[config.mk]
export PLATFORM = sky130hd
export DESIGN_NAME = nand_seq
export DESIGN_NICKNAME = d
export VERILOG_FILES = /design/src/rtl/nand_seq_pkg.sv /design/src/rtl/nand_seq_sync.sv /design/src/rtl/nand_seq_regs.sv /design/src/rtl/nand_seq_engine.sv /design/src/rtl/nand_seq.sv
export SDC_FILE = /design/constraint.sdc
export NUM_CORES = 1
export LEC_CHECK = 0
export BUFFER_PORTS_ARGS = -buffer_cell sky130_fd_sc_hd__buf_2
export CAP_MARGIN = 15
export CORE_MARGIN = 4
export CORE_UTILIZATION = 37
export DETAILED_ROUTE_END_ITERATION = 16
export HOLD_SLACK_MARGIN = 0.06
export SLEW_MARGIN = 20
export SYNTH_ARGS = -nofsm -noshare
export SYNTH_HDL_FRONTEND = slang
export SYNTH_HIERARCHICAL = 1
export SYNTH_SLANG_ARGS = --single-unit
[constraint.sdc]
create_clock -name clk -period 6.47 [get_ports clk]
set_input_delay 1.941 -clock clk [delete_from_list [all_inputs] [get_ports clk]]
set_output_delay 1.941 -clock clk [all_outputs]
set_load 0.01 [all_outputs]
[src/rtl/nand_seq_pkg.sv]
package nand_seq_pkg;
   typedef enum logic [1:0] {ST_IDLE, ST_RBWAIT, ST_LO, ST_HI} seq_state_t;

   localparam int OP_W     = 6;
   localparam int OPB_CMD  = 0;
   localparam int OPB_ADR  = 1;
   localparam int OPB_PROG = 2;
   localparam int OPB_PAGE = 3;
   localparam int OPB_ID   = 4;
   localparam int OPB_STAT = 5;
   localparam int DONE_BIT = 15;

   localparam logic [2:0] SEL_CMD  = 3'd0;
   localparam logic [2:0] SEL_ADR  = 3'd1;
   localparam logic [2:0] SEL_BUF  = 3'd2;
   localparam logic [2:0] SEL_CFG  = 3'd3;
   localparam logic [2:0] SEL_TRIG = 3'd4;
endpackage

[src/rtl/nand_seq_sync.sv]
module nand_seq_sync #(
   parameter int STAGES = 2
) (
   input  logic clk,
   input  logic rst_n,
   input  logic d,
   output logic q
);
   generate
      if (STAGES == 0) begin : g_bypass
         assign q = d;
      end else begin : g_chain
         logic [STAGES-1:0] sh;
         always_ff @(posedge clk or negedge rst_n) begin
            if (!rst_n) sh <= '0;
            else if (STAGES == 1) sh <= d;
            else sh <= {sh[STAGES-2:0], d};
         end
         assign q = sh[STAGES-1];
      end
   endgenerate
endmodule

[src/rtl/nand_seq_regs.sv]
module nand_seq_regs
   import nand_seq_pkg::*;
#(
   parameter int NUM_CS     = 4,
   parameter int RST_CYCLES = 8
) (
   input  logic              clk,
   input  logic              rst_n,
   input  logic              reg_wr,
   input  logic [2:0]        reg_sel,
   input  logic [15:0]       reg_wdata,
   output logic [15:0]       reg_rdata,
   input  logic              eng_busy,
   input  logic [OP_W-1:0]   eng_op,
   input  logic              eng_done,
   output logic              start,
   output logic [OP_W-1:0]   start_op,
   output logic [7:0]        cmd_byte,
   output logic [7:0]        adr_byte,
   output logic              ctl_rst,
   output logic              done_flag,
   output logic [NUM_CS-1:0] ce_n,
   output logic [8:0]        pages
);
   localparam int RC_W = $clog2(RST_CYCLES + 1);

   logic [2:0]      rba_q;
   logic [1:0]      cs_q;
   logic            ce_q;
   logic [1:0]      ppb_q;
   logic [RC_W-1:0] rcnt;
   logic            rst_req;

   assign ctl_rst  = (rcnt != '0);
   assign rst_req  = reg_wr && (reg_sel == SEL_CFG) && reg_wdata[6];
   assign start_op = reg_wdata[OP_W-1:0];
   assign start    = reg_wr && (reg_sel == SEL_TRIG) && !eng_busy && !ctl_rst
                     && $onehot(reg_wdata[OP_W-1:0]);

   always_ff @(posedge clk or negedge rst_n) begin
      if (!rst_n) begin
         cmd_byte  <= '0;
         adr_byte  <= '0;
         rba_q     <= '0;
         cs_q      <= '0;
         ce_q      <= 1'b0;
         ppb_q     <= '0;
         rcnt      <= '0;
         done_flag <= 1'b0;
      end else begin
         if (reg_wr && reg_sel == SEL_CMD) cmd_byte <= reg_wdata[7:0];
         if (reg_wr && reg_sel == SEL_ADR) adr_byte <= reg_wdata[7:0];
         if (reg_wr && reg_sel == SEL_BUF) begin
            rba_q <= reg_wdata[2:0];
            cs_q  <= reg_wdata[6:5];
         end
         if (start && (|reg_wdata[OPB_STAT:OPB_PROG])) rba_q <= '0;
         if (reg_wr && reg_sel == SEL_CFG) begin
            ce_q  <= reg_wdata[7];
            ppb_q <= reg_wdata[10:9];
         end
         if (rst_req) rcnt <= RC_W'(RST_CYCLES);
         else if (ctl_rst) rcnt <= rcnt - 1'b1;
         if (rst_req || ctl_rst || start) done_flag <= 1'b0;
         else if (eng_done) done_flag <= 1'b1;
      end
   end

   always_comb begin
      case (reg_sel)
         SEL_CMD:  reg_rdata = {8'h00, cmd_byte};
         SEL_ADR:  reg_rdata = {8'h00, adr_byte};
         SEL_BUF:  reg_rdata = {9'h000, cs_q, 2'b00, rba_q};
         SEL_CFG:  reg_rdata = {5'h00, ppb_q, 1'b0, ce_q, ctl_rst, 6'h00};
         SEL_TRIG: reg_rdata = {done_flag, 9'h000, eng_op};
         default:  reg_rdata = 16'h0000;
      endcase
   end

   assign pages = 9'd32 << ppb_q;

   for (genvar g = 0; g < NUM_CS; g++) begin : g_ce
      assign ce_n[g] = !(ce_q && (cs_q == 2'(g)));
   end
endmodule

[src/rtl/nand_seq_engine.sv]
module nand_seq_engine
   import nand_seq_pkg::*;
#(
   parameter int PAGE_BYTES = 512,
   parameter int ID_BYTES   = 4,
   parameter int T_LOW      = 2,
   parameter int T_HIGH     = 2
) (
   input  logic                          clk,
   input  logic                          rst_n,
   input  logic                          abort,
   input  logic                          start,
   input  logic [OP_W-1:0]               start_op,
   input  logic [7:0]                    cmd_byte,
   input  logic [7:0]                    adr_byte,
   input  logic                          rb_ready,
   input  logic [7:0]                    buf_rdata,
   input  logic [7:0]                    dq_i,
   output logic [$clog2(PAGE_BYTES)-1:0] buf_idx,
   output logic [7:0]                    buf_wdata,
   output logic                          buf_we,
   output logic                          cle,
   output logic                          ale,
   output logic                          we_n,
   output logic                          re_n,
   output logic [7:0]                    dq_o,
   output logic                          dq_oe,
   output logic                          busy,
   output logic                          done,
   output logic [OP_W-1:0]               op
);
   localparam int IDX_W = $clog2(PAGE_BYTES);
   localparam int CNT_W = $clog2(PAGE_BYTES + 1);
   localparam int TMAX  = (T_LOW > T_HIGH) ? T_LOW : T_HIGH;
   localparam int TW    = $clog2(TMAX) + 1;

   seq_state_t       st;
   logic [OP_W-1:0]  op_q;
   logic [CNT_W-1:0] byte_q;
   logic [CNT_W-1:0] nbytes;
   logic [TW-1:0]    tcnt;
   logic             is_rd, is_wr, active, last;

   assign is_rd  = op_q[OPB_PAGE] | op_q[OPB_ID] | op_q[OPB_STAT];
   assign is_wr  = op_q[OPB_CMD] | op_q[OPB_ADR] | op_q[OPB_PROG];
   assign active = (st == ST_LO) || (st == ST_HI);

   always_comb begin
      if (op_q[OPB_PROG] || op_q[OPB_PAGE]) nbytes = CNT_W'(PAGE_BYTES);
      else if (op_q[OPB_ID])                nbytes = CNT_W'(ID_BYTES);
      else                                  nbytes = CNT_W'(1);
   end
   assign last = (byte_q == nbytes - 1'b1);

   always_ff @(posedge clk or negedge rst_n) begin
      if (!rst_n) begin
         st <= ST_IDLE; op_q <= '0; byte_q <= '0; tcnt <= '0;
      end else if (abort) begin
         st <= ST_IDLE; op_q <= '0; byte_q <= '0; tcnt <= '0;
      end else begin
         case (st)
            ST_IDLE: if (start) begin
               op_q   <= start_op;
               byte_q <= '0;
               if (start_op[OPB_PAGE] | start_op[OPB_ID] | start_op[OPB_STAT]) st <= ST_RBWAIT;
               else begin st <= ST_LO; tcnt <= TW'(T_LOW - 1); end
            end
            ST_RBWAIT: if (rb_ready) begin st <= ST_LO; tcnt <= TW'(T_LOW - 1); end
            ST_LO: if (tcnt == '0) begin st <= ST_HI; tcnt <= TW'(T_HIGH - 1); end
                   else tcnt <= tcnt - 1'b1;
            ST_HI: if (tcnt != '0) tcnt <= tcnt - 1'b1;
                   else if (last) begin st <= ST_IDLE; op_q <= '0; end
                   else begin
                      byte_q <= byte_q + 1'b1;
                      st     <= ST_LO;
                      tcnt   <= TW'(T_LOW - 1);
                   end
            default: st <= ST_IDLE;
         endcase
      end
   end

   assign busy      = (st != ST_IDLE);
   assign op        = op_q;
   assign done      = (st == ST_HI) && (tcnt == '0) && last;
   assign cle       = active && op_q[OPB_CMD];
   assign ale       = active && op_q[OPB_ADR];
   assign we_n      = !((st == ST_LO) && is_wr);
   assign re_n      = !((st == ST_LO) && is_rd);
   assign dq_oe     = active && is_wr;
   assign dq_o      = op_q[OPB_CMD] ? cmd_byte : (op_q[OPB_ADR] ? adr_byte : buf_rdata);
   assign buf_idx   = byte_q[IDX_W-1:0];
   assign buf_wdata = dq_i;
   assign buf_we    = (st == ST_LO) && is_rd && (tcnt == '0);
endmodule

[src/rtl/nand_seq.sv]
module nand_seq
   import nand_seq_pkg::*;
#(
   parameter int PAGE_BYTES  = 512,
   parameter int ID_BYTES    = 4,
   parameter int NUM_CS      = 4,
   parameter int T_LOW       = 2,
   parameter int T_HIGH      = 2,
   parameter int RST_CYCLES  = 8,
   parameter int SYNC_STAGES = 2
) (
   input  logic                          clk,
   input  logic                          rst_n,
   input  logic                          reg_wr,
   input  logic [2:0]                    reg_sel,
   input  logic [15:0]                   reg_wdata,
   output logic [15:0]                   reg_rdata,
   output logic [$clog2(PAGE_BYTES)-1:0] buf_idx,
   input  logic [7:0]                    buf_rdata,
   output logic [7:0]                    buf_wdata,
   output logic                          buf_we,
   output logic                          nand_cle,
   output logic                          nand_ale,
   output logic                          nand_we_n,
   output logic                          nand_re_n,
   output logic [NUM_CS-1:0]             nand_ce_n,
   output logic [7:0]                    nand_dq_o,
   output logic                          nand_dq_oe,
   input  logic [7:0]                    nand_dq_i,
   input  logic                          nand_rb_n,
   output logic [8:0]                    pages_per_block
);
   if (PAGE_BYTES < 2)        $error("PAGE_BYTES must be at least 2");
   if (ID_BYTES < 1 || ID_BYTES > PAGE_BYTES) $error("ID_BYTES out of range");
   if (NUM_CS < 1 || NUM_CS > 4) $error("NUM_CS must be 1 to 4");
   if (T_LOW < 1 || T_HIGH < 1)  $error("strobe widths must be at least 1");
   if (RST_CYCLES < 1)        $error("RST_CYCLES must be at least 1");
   if (SYNC_STAGES < 0)       $error("SYNC_STAGES must not be negative");

   logic            start_w, eng_busy_w, eng_done_w, ctl_rst_w, done_w, rb_ready_w;
   logic [OP_W-1:0] start_op_w, eng_op_w;
   logic [7:0]      cmd_w, adr_w;

   nand_seq_regs #(.NUM_CS(NUM_CS), .RST_CYCLES(RST_CYCLES)) u_regs (
      .clk(clk), .rst_n(rst_n), .reg_wr(reg_wr), .reg_sel(reg_sel),
      .reg_wdata(reg_wdata), .reg_rdata(reg_rdata), .eng_busy(eng_busy_w),
      .eng_op(eng_op_w), .eng_done(eng_done_w), .start(start_w),
      .start_op(start_op_w), .cmd_byte(cmd_w), .adr_byte(adr_w),
      .ctl_rst(ctl_rst_w), .done_flag(done_w), .ce_n(nand_ce_n),
      .pages(pages_per_block));

   nand_seq_sync #(.STAGES(SYNC_STAGES)) u_rbsync (
      .clk(clk), .rst_n(rst_n), .d(nand_rb_n), .q(rb_ready_w));

   nand_seq_engine #(.PAGE_BYTES(PAGE_BYTES), .ID_BYTES(ID_BYTES),
                     .T_LOW(T_LOW), .T_HIGH(T_HIGH)) u_eng (
      .clk(clk), .rst_n(rst_n), .abort(ctl_rst_w), .start(start_w),
      .start_op(start_op_w), .cmd_byte(cmd_w), .adr_byte(adr_w),
      .rb_ready(rb_ready_w), .buf_rdata(buf_rdata), .dq_i(nand_dq_i),
      .buf_idx(buf_idx), .buf_wdata(buf_wdata), .buf_we(buf_we),
      .cle(nand_cle), .ale(nand_ale), .we_n(nand_we_n), .re_n(nand_re_n),
      .dq_o(nand_dq_o), .dq_oe(nand_dq_oe), .busy(eng_busy_w),
      .done(eng_done_w), .op(eng_op_w));
endmodule

* Word level (Yosys, flattened, before mapping) *
Index checks and enable logic that the tools add are counted.

storage, ports and cells
  flip-flop bits (word level) = 51
  input port bits = 39
  logic and storage cells = 136

cells by class
  reduce and logical (&&, ||, !) cells = 50
  shifts and indexed selects = 1
  muxes and demuxes = 37
  equal/unequal tests = 20
  bitwise operators = 6
  add/subtract/negate cells = 9

operators with widths
  cell                                                 number
  one-hot mux 16 bit (5 select lines)                  1
  two-way mux 10 bit                                   5
  two-way mux 2 bit                                    14
  two-way mux 6 bit                                    4
  logical AND 1 bit                                    22
  one-hot mux 10 bit (2 select lines)                  1
  != test 3 bit, second input constant                 6
  two-way mux 8 bit                                    2
  one-hot mux 2 bit (4 select lines)                   2
  AND reduction 4 bit                                  4
  one-hot mux 6 bit (2 select lines)                   1
  adder 10 x 1 -> 10 bit, second input constant        1
  equality test 10 bit                                 1
  nonzero test 2 bit                                   5
  subtractor 10 x 1 -> 10 bit, second input constant   1
  two-way mux 3 bit                                    3
  << shifter 6 x 2 -> 9 bit, first input constant      1
  equality test 2 bit, second input constant           4
  logical NOT 1 bit                                    8
  two-way mux 4 bit                                    2
  adder 1 x 1 -> 2 bit                                 3
  adder 3 bit                                          2
  equality test 3 x 1 -> 1 bit, second input constant  2
  equality test 3 x 2 -> 1 bit, second input constant  2
  other kinds (14)                                     26

* Depth between registers and ports, before layout *
  depth in word-level cells = 8
  depth in mapped cells = 15
  mapped depth without buffers = 14

* By module *
The synthesis kept the hierarchy.

by module, submodules not included
  module           area each (um^2)  cells each  instances  sequential area each (um^2)
  nand_seq_regs    1813.0            166         1          725.7
  nand_seq_engine  1460.2            166         1          500.5
  nand_seq_sync    50.0              2           1          50.0

* Worst setup path after synthesis *
OpenSTA, ideal clock, no wires.

  path type = input to register
  start point = input port reg_wdata[0]
  end point = register u_eng.byte_q[4]
  path slack = 1.242 ns
  data required time = 6.340 ns
  buffers on the path = 1
  arrival time = 5.098 ns
  stages on the path = 15
  path through = inv_1 > fa_1 > fa_1 > inv_1 > ha_1 > fa_1 > nor4b_1 > and4_2 > clkbuf_1 > nor3b_1 > nor2_1 > nand2_1 > nand4_1 > o211ai_1 > o31ai_1

between the ends
  cells in the longest elaborated chain, start to end = 7

RTL lines
  what                           RTL line               source
  start, declared                nand_seq.sv:16         input logic [15:0] reg_wdata,
  adder 1 x 1 -> 2 bit           nand_seq_regs.sv:38    && $onehot(reg_wdata[OP_W-1:0]);
  adder 3 bit (2 in a row)       nand_seq_regs.sv:38
  equality test 3 x 1 -> 1 bit   nand_seq_regs.sv:38
  logical AND 1 bit              nand_seq_regs.sv:38
  named net start_w              nand_seq.sv:40         logic start_w, eng_busy_w, eng_done_w, ctl_rst_w, done_w, rb_ready_w;
  != test 3 bit (no line)        n/a
  AND reduction 4 bit (no line)  n/a
  end signal, assigned           nand_seq_engine.sv:74  byte_q <= byte_q + 1'b1;
  end, declared                  nand_seq_engine.sv:39  logic [CNT_W-1:0] byte_q;

The timed path passes the listed nets, and every way through them passes these cells.
A chain may end at the register's enable or synchronous reset.

* Worst setup path in the final report *
Same ends and word-level chain as after synthesis.

==> flow_metrics.tcl <==
set metrics [dict create \
    share_of_async_settable_or_async_resettable_flops_after_synthesis_pct 100.0 \
    setup.worst_path.end_class "flop" \
    postCtsHoldBufs 0 \
    routed_wirelength_um 7548 \
    die_h_um 102.8 \
    critical_path_arrival_ns 5.49 \
    grt_overflow 0 \
    fraction_of_final_layout_cells_sized_beyond_drive_strength_1_pct 31.99 \
    seqCellArea_sq_um 1276 \
    fmax_mhz 188.7 \
    clock_path_buffers 2 \
    post_synth_main_area_contributors "dfrtp_1 (38%), buf_4 (7.5%), mux2_2 (7.1%)" \
    ys_ff_latch 51 \
    worst_pin_slew_ns 0.6947 \
    gp_routability_congestion 0.8485 \
    yosys_cell_types 61 \
    drt-pass1-iter-count 4 \
    syn-cell-area_sq_um 3323 \
    avgRoutedWirePerCell_um 15.73 \
    wire_length_of_the_first_global_routing_pass_um 12360 \
    insertion_delay_ns 0.31 \
    yosys_warnings 6 \
    track_usage_pct 14.59 \
    p_per_area_nw_per_um2 223.0 \
    path_cells "buf_2 -> inv_1 -> fa_1 -> fa_1 -> inv_1 -> ha_1 -> fa_1 -> nor4b_1 -> and4_2 -> nor3b_1 -> nor2_1 -> nand2_1 -> nand4_1 -> o211ai_1 -> o31ai_1" \
    start_kind "input port" \
    final-max-slew-violation-count 0 \
    antenna_left 0 \
    number_of_failing_setup_endpoints_in_the_final_timing_report 0 \
    cts_tree "yes" \
    critPathMaxStageDelay_ns 0.49 \
    start_util_pct 38.11 \
    drcViolationCount 0 \
    via_count_of_the_first_global_routing_pass 2499 \
    vias 2513 \
    seq_area_frac_synth_pct 38.40 \
    power.total_mw 0.8048 \
    dominantRegCellSynth "dfrtp_1" \
    power.leakage_nw 1.627 \
    slew-limit-headroom_pct 53.49 \
    run_status "complete, no violations" \
    number_of_antenna_violations_at_the_first_check_in_global_routing 0 \
    cts-htree-levels 2 \
    slowest_stage "fa_1" \
    crit_type "input port to flop" \
    synthesis.instances 334 \
    portion_of_synthesized_cell_area_occupied_by_the_leading_cell_type_pct 38.40 \
    io_pins 99 \
    path_clk_slew_ns 0.10 \
    port_buffers 66 \
    fin_crit_sh_pct 81.93 \
    synth_area_leader_cell "dfrtp_1" \
    rsz_0062_raised_after_global_routing "no" \
    tritoncts.num_buffers 5 \
    vias_per_cell 5.235 \
    worstHoldPathType "flop to flop" \
    finish.net_count 417 \
    ctsRootBufferMaster "clkbuf_8" \
    core.rowCount 34 \
    detail_route.iter0.violations 85 \
    cts.sink_count 51 \
    timing.clock.skew_ns 0.01314 \
    worst_ir_drop_vdd_mv 0.1007 \
    flow.area_growth_from_synthesis_pct 8.584 \
    worstRegToRegCells 9 \
    die_footprint_sq_um 10560 \
    tns_setup_ns 0 \
    final.min_clock_period_ns 5.301 \
    synth_enable_flop_cells 0 \
    postCtsSetupRepairBufs 0 \
    multiInputGateArea_sq_um 1699 \
    post-dp-hpwl_um 5497 \
    crit_path_frequent_cell "fa_1" \
    die_x_um 102.8 \
    finalHoldViolations 0 \
    cap_violations 0 \
    worst-endpoint-required_ns 6.66 \
    worst_slack_ns 1.169 \
    avgSynthCellArea_sq_um 9.950 \
    placement_setup_slack_ns 0.8531 \
    post_cts_resize_count 0 \
    critPathMaxFanout 9 \
    insertedDiodeCount 0 \
    filler_cell_count 872 \
    placeable_core_area_sq_um 8721 \
    pin_count_of_the_biggest_net_entering_global_routing 52 \
    hold_path_cells 0 \
]
state kept, by name (all words and copies together), names as in the netlist:
register / count
u_eng/op: 6
u_regs/ppb_q: 2
u_eng/st: 2
u_regs/ce_q: 1
u_regs/cs_q: 2
u_eng/byte_q: 10
u_regs/adr_byte: 8
u_regs/rba_q: 3
u_regs/rcnt: 4
u_eng/tcnt: 2
u_regs/done_flag: 1
u_regs/cmd_byte: 8
u_rbsync/g_chain.sh: 2
per-layer routing:
metal | routed length, um | global-route usage [%]
met3 | 355 | 2.842
met2 | 3715 | 24.73
met1 | 3428 | 19.75
met5 | 0 | 0
met4 | 48 | 2.490
Yosys cell counts (all sizes together), types with 3 or more instances:
| cell | count |
|---|---|
| dfrtp | 51 |
| mux2 | 22 |
| ha | 4 |
| o21ai | 19 |
| inv | 16 |
| nor2 | 15 |
| mux2i | 19 |
| nor3b | 7 |
| a22o | 6 |
| o311ai | 4 |
| xnor2 | 3 |
| or3 | 3 |
| a21oi | 8 |
| nand2 | 30 |
| or2 | 4 |
| a2bb2oi | 4 |
| nand3 | 7 |
| nor2b | 4 |
| and2 | 5 |
| fa | 3 |
| nor3 | 13 |
| o211ai | 4 |
| o31ai | 6 |
| nand4 | 3 |
| buf | 42 |
| clkbuf | 6 |
through the flow:
stage          hold slack (ns)  instance area [sq um]  std cells  utilization [%]
2_1_floorplan           0.3312                   3357        343                -
3_3_place_gp            0.3385                   3523        472            40.40
3_5_place_dp            0.3451                   3523        472            40.40
4_1_cts                 0.3518                   3608        480            41.38
5_1_grt                 0.3582                   3608        480            41.38
6_report                0.3595                   3608        480            41.38
layout by cell type (no fill, tap or decap), types with 3 or more instances in the layout:
master	synthesis	routed
dfrtp_1	51	51
fa_1	3	3
ha_1	4	4
buf_4	33	3
nand4_1	3	3
or2_2	4	4
nor2_1	14	14
nor2b_1	3	3
and2_1	4	4
a2bb2oi_1	4	4
nor3b_1	6	6
inv_1	15	15
o211ai_1	4	4
mux2_2	21	21
nor3_1	12	12
o311ai_0	4	4
conb_1	1	10
a22o_1	6	6
clkbuf_8	0	5
o21ai_0	16	16
xnor2_1	3	3
o31ai_2	4	4
or3_1	3	3
nand2_1	30	30
mux2i_1	19	19
a21oi_1	8	8
nand3_1	7	7
buf_2	8	66
worst max-delay path: cells and delay by family:
family                     cells  cell delay [ns]
AOI/OAI and AO/OA              2             0.27
adders and majority gates      4             1.58
buffers and inverters          3             0.24
and+or+nand+nor                6             1.45
cell type report:
class | instances | share of cell area (%)
Clock buffer | 6 | 2.011
Clock inverter | 2 | 0.3467
Inverter | 16 | 1.664
Multi-Input combinational cell | 228 | 47.09
Sequential cell | 51 | 35.37
Tap cell | 108 | 3.745
Timing Repair Buffer | 69 | 9.778
cell families (layout without fill, tap and decap cells):
group	Yosys count	in the layout	synth area share (%)
compound gates	60	60	13.25
xor+xnor	3	3	0.7908
fa+ha+maj	7	7	3.313
buf+inv	64	93	11.48
flops	51	51	38.40
mux	42	42	13.97
other cells	1	10	0.1128
simple gates	106	106	18.67
final timing paths:
path	start	endpoint	slack, ns
worst max-delay path	reg_wdata[0]	u_eng/byte_q[4]$_DFFE_PN0P_	1.17
worst min-delay path	u_rbsync/g_chain.sh[0]$_DFF_PN0_	u_rbsync/g_chain.sh[1]$_DFF_PN0_	0.36
worst max register to register	u_eng/st[1]$_DFFE_PN0P_	u_eng/byte_q[4]$_DFFE_PN0P_	3.73
worst min register to register	u_rbsync/g_chain.sh[0]$_DFF_PN0_	u_rbsync/g_chain.sh[1]$_DFF_PN0_	0.36
max in group asynchronous	rst_n	u_rbsync/g_chain.sh[0]$_DFF_PN0_	4.29
min in group asynchronous	rst_n	u_regs/adr_byte[7]$_DFFE_PN0P_	1.73
report_power, final:
part | internal (mW) | leakage [nW] | switching [mW]
logic | 0.105 | 0.934 | 0.110
clock network | 0.0759 | 0.0412 | 0.107
registers | 0.367 | 0.653 | 0.0409
Power figures use the tool's default switching activity.
